<file path="src/rtl/sar_pkg.sv">
package sar_pkg;
    typedef enum logic {
        PH_IDLE = 1'b0,
        PH_RUN  = 1'b1
    } sar_phase_e;
endpackage

</file>
<file path="src/rtl/sar_ptr_step.sv">
// Walks the one-hot bit pointer one place toward the LSB.
module sar_ptr_step #(
    parameter int WIDTH = 8
) (
    input  logic [WIDTH-1:0] ptr_i,
    output logic [WIDTH-1:0] ptr_next_o,
    output logic             last_o
);
    assign ptr_next_o = {1'b0, ptr_i[WIDTH-1:1]};
    assign last_o     = ptr_i[0];
endmodule

</file>
<file path="src/rtl/sar_decide.sv">
// Resolves the bit under test and forms the next trial code.
module sar_decide #(
    parameter int WIDTH = 8
) (
    input  logic [WIDTH-1:0] trial_i,
    input  logic [WIDTH-1:0] ptr_i,
    input  logic [WIDTH-1:0] ptr_next_i,
    input  logic             below_i,
    output logic [WIDTH-1:0] decided_o,
    output logic [WIDTH-1:0] next_trial_o
);
    for (genvar i = 0; i < WIDTH; i++) begin : g_bit
        assign decided_o[i]    = ptr_i[i] ? ~below_i : trial_i[i];
        assign next_trial_o[i] = decided_o[i] | ptr_next_i[i];
    end
endmodule

</file>
<file path="src/rtl/sar_conv_ctrl.sv">
module sar_conv_ctrl #(
    parameter int WIDTH = 8
) (
    input  logic             clk,
    input  logic             rst_n,
    input  logic             start_i,
    input  logic             cmp_below_i,
    output logic [WIDTH-1:0] trial_o,
    output logic [WIDTH-1:0] result_o,
    output logic             done_o
);
    import sar_pkg::*;

    localparam logic [WIDTH-1:0] MSB_ONLY = {1'b1, {(WIDTH-1){1'b0}}};

    typedef struct packed {
        sar_phase_e       phase;
        logic [WIDTH-1:0] ptr;
        logic [WIDTH-1:0] trial;
        logic [WIDTH-1:0] result;
        logic             done;
    } sar_state_t;

    sar_state_t st_d, st_q;

    logic [WIDTH-1:0] ptr_next;
    logic             ptr_last;
    logic [WIDTH-1:0] decided;
    logic [WIDTH-1:0] next_trial;

    sar_ptr_step #(.WIDTH(WIDTH)) u_step (
        .ptr_i      (st_q.ptr),
        .ptr_next_o (ptr_next),
        .last_o     (ptr_last)
    );

    sar_decide #(.WIDTH(WIDTH)) u_decide (
        .trial_i      (st_q.trial),
        .ptr_i        (st_q.ptr),
        .ptr_next_i   (ptr_next),
        .below_i      (cmp_below_i),
        .decided_o    (decided),
        .next_trial_o (next_trial)
    );

    always_comb begin
        st_d      = st_q;
        st_d.done = 1'b0;
        if (st_q.phase == PH_IDLE) begin
            if (start_i) begin
                st_d.phase = PH_RUN;
                st_d.ptr   = MSB_ONLY;
                st_d.trial = MSB_ONLY;
            end
        end else if (ptr_last) begin
            st_d.phase  = PH_IDLE;
            st_d.ptr    = '0;
            st_d.trial  = decided;
            st_d.result = decided;
            st_d.done   = 1'b1;
        end else begin
            st_d.ptr   = ptr_next;
            st_d.trial = next_trial;
        end
    end

    always_ff @(posedge clk) begin
        if (!rst_n) begin
            st_q <= '{phase: PH_IDLE, ptr: '0, trial: '0, result: '0, done: 1'b0};
        end else begin
            st_q <= st_d;
        end
    end

    logic             busy_q;
    logic [WIDTH-1:0] ptr_q;
    assign busy_q   = (st_q.phase == PH_RUN);
    assign ptr_q    = st_q.ptr;
    assign trial_o  = st_q.trial;
    assign result_o = st_q.result;
    assign done_o   = st_q.done;
endmodule

</file>
<file path="config.mk">
export PLATFORM = sky130hd
export DESIGN_NAME = sar_conv_ctrl
export DESIGN_NICKNAME = d
export VERILOG_FILES = /design/src/rtl/sar_pkg.sv /design/src/rtl/sar_ptr_step.sv /design/src/rtl/sar_decide.sv /design/src/rtl/sar_conv_ctrl.sv
export SDC_FILE = /design/constraint.sdc
export NUM_CORES = 1
export LEC_CHECK = 0
export BUFFER_PORTS_ARGS = -buffer_cell sky130_fd_sc_hd__buf_2
export CAP_MARGIN = 10
export CORE_UTILIZATION = 52
export DETAILED_ROUTE_END_ITERATION = 8
export PLACE_DENSITY = 0.79
export SLEW_MARGIN = 5
export SYNTH_ARGS = -nofsm -noshare
export SYNTH_HDL_FRONTEND = slang
export SYNTH_SLANG_ARGS = --single-unit
</file>
<file path="constraint.sdc">
create_clock -name clk -period 1.35 [get_ports clk]
set_input_delay 0.0675 -clock clk [delete_from_list [all_inputs] [get_ports clk]]
set_output_delay 0.0675 -clock clk [all_outputs]
set_load 0.02 [all_outputs]
</file>
==> run_results.csv <==
group,metric,value,unit
timing,drv_slew,0,
global_route,grt_remaining_overflow,0,
timing,skew,2.69,ps
timing,worst_slack,95.5,ps
placed_design,placed_cells,154,
run,drv_cap,0,
finish,finalNonFillerCells,158,
timing,tightest_slew,400,ps
global_route,grt_pass1_vias,673,
route,drt_iter0_markers,27,
route,wl_per_cell,12.9,um
placed_design,place_ws,139,ps
clocking,clk_path_buf_depth,2,
global_route,grt_use_total,21.9,%
logic_synthesis,synth_seq_cells,26,
timing,fin_crit_sh,92.9,%
timing,rsz0062_at_grt,"no",
floorplanning,die_w,47.1,um
logic_synthesis,ys_warn_count,0,
route,via_per_inst,5.59,
floorplanning,die-area,2220,um^2
placed_design,hpwl,1470,um
clocking,htree_levels,1,
power,ir_drop,723,uV
logic_synthesis,synth_area_per_cell,9.44,um^2
timing,hold_viol,0,
logic_synthesis,synthCells,112,
setup_path,cp_max_fo,12,
logic_synthesis,syn_nets,116,
route,drt_wl_total,2040,um
clocking,post_cts_resize_count,0,
clocking,cts.sinks,26,
placed_design,io_buffers,20,
clocking,root_buffer,"clkbuf_4",
floorplanning,initial_core_util,58.1,%
finish,synthToLayoutAreaGrowth,13.5,%
floorplanning,ios,21,
logic_synthesis,synth_top_area_share,49.2,%
floorplanning,design.core.area,1820,um^2
setup_path,worstPathRequired,1610,ps
setup_path,cp-start-kind,"flop",
floorplanning,rows,15,
route,route.detailed.drc,0,
power,power_density,1070,nW/um^2
clocking,cts_made_buffers,3,
clocking,cts_tree,"yes",
logic_synthesis,seq_area_frac_synth,49.2,%
setup_path,end_kind,"flop",
timing,hold_slack,27.8,ps
clocking,clock_latency,320,ps
finish,diodes,0,
global_route,grt_pass1_wl,3210,um
logic_synthesis,yosys-top-cells-area,"dfxtp_1, o21ai_0, a22oi_1, nand2_1, a22oi_2",
timing,tns,0,ps
clocking,clk_pin_slew_worst_paths,140,ps
timing,setup_viol,0,
finish,nets,138,
route,firstDrtPassIters,4,
global_route,antenna_found_initial,0,
floorplanning,die_y,47.1,um
timing,fin_crit,1250,ps
clocking,ctsHoldBuffers,0,
timing,max_freq,0.797,GHz
timing,slew-limit-headroom,73.2,%
outcome,status,"completed",
power,leakage,0.456,nW
placed_design,place_congestion,0.765,
clocking,postCtsSetupRepairBufs,0,
route,postRouteAntennaNets,0,
route,vias,883,
logic_synthesis,netlist_area,1060,um^2
logic_synthesis,ys_types,23,
global_route,grt_max_degree,16,
finish,fin_util,65.9,%
setup_path,path_class,"flop to flop",
hold_path,hold_path.class,"input pin to flop",
finish,final_layout_size_suffix_gt1_share,29.3,%
logic_synthesis,yosys.area.top_type,"dfxtp_1",
setup_path,arrival,1510,ps
## area by class of cell
cell class	count	area, um^2
repair buffers	23	123
inverters	4	15.0
well taps	25	31.3
multi-input cells	76	474
flip-flops and latches	26	520
fillers	164	621
clock buffers	4	36.3
## flip-flops by register name, indices dropped and copies added (netlist names)
signal and flops:
ptr_q 8, done_o 1, trial_o 8, result_o 8, busy_q 1
## path summary, 6_finish.rpt
kind         slack [ps]   startpoint     endpoint  cells after the start
max                 100       busy_q   trial_o[1]                      4
min                  30        rst_n   trial_o[0]                      3
max reg2reg         100       busy_q   trial_o[1]                      4
min reg2reg         460  result_o[7]  result_o[7]                      2
## cells in the final DEF, fill, tap and decap left out, drive strengths merged
| cell | n |
|---|---|
| nor2b | 2 |
| nand3 | 1 |
| o21ai | 16 |
| a211oi | 1 |
| nor2 | 8 |
| o21a | 2 |
| a21oi | 8 |
| nand2 | 16 |
| nand3b | 1 |
| a311oi | 1 |
| a22oi | 12 |
| clkbuf | 4 |
| dfxtp | 26 |
| inv | 4 |
| a21boi | 1 |
| buf | 23 |
| a31oi | 1 |
| o211ai | 6 |
## report_power, final
part	internal (mW)	total (mW)	switching, mW
registers	0.778	0.789	0.0108
clock network	0.165	0.389	0.224
logic	0.0337	0.101	0.0677
total	0.977	1.28	0.302
## per-stage QoR
stage / total power [mW] / cell area (um^2)
floorplan: 0.886 / 1060
global placement: 0.903 / 1160
detailed placement: 0.906 / 1160
CTS: 1.29 / 1200
global route: 1.34 / 1200
finish: 1.28 / 1200
## logic make-up after synthesis
family	Yosys count	synth area share [%]
AO/OA/AOI/OAI	48	32.1
buffers and inverters	10	5.92
flip-flops	26	49.2
AND/OR/NAND/NOR	28	12.8
## critical path: stages (launching register included)
cell	delay, ps
dfxtp_1	360
buf_4	190
nor2b_4	350
a22oi_1	140
a21oi_1	150
## routing by layer
layer | global-route usage [%] | up-vias | wire length (um) | share of wire [%]
met5 | 0 | - | 0 | 0
met4 | 13.7 | 0 | 55 | 2.7
met3 | 3.46 | 4 | 73 | 3.6
met2 | 31.4 | 26 | 954 | 47
met1 | 30.6 | 408 | 955 | 47
li1 | - | 445 | - | -
## Yosys cell counts
cell type,number
nor2b_1,1
dfxtp_1,26
buf_6,3
o21ai_0,16
a211oi_1,1
inv_1,4
clkbuf_1,1
buf_2,2
a22oi_1,8
a311oi_1,1
nor2b_4,1
nand3_2,1
o21a_1,2
a22oi_2,4
nand3b_1,1
a21oi_2,4
nand2_1,16
a21boi_2,1
nor2_4,1
o211ai_1,6
nor2_1,7
a31oi_1,1
a21oi_1,4
Note: power is estimated with default switching activity, not from simulation.
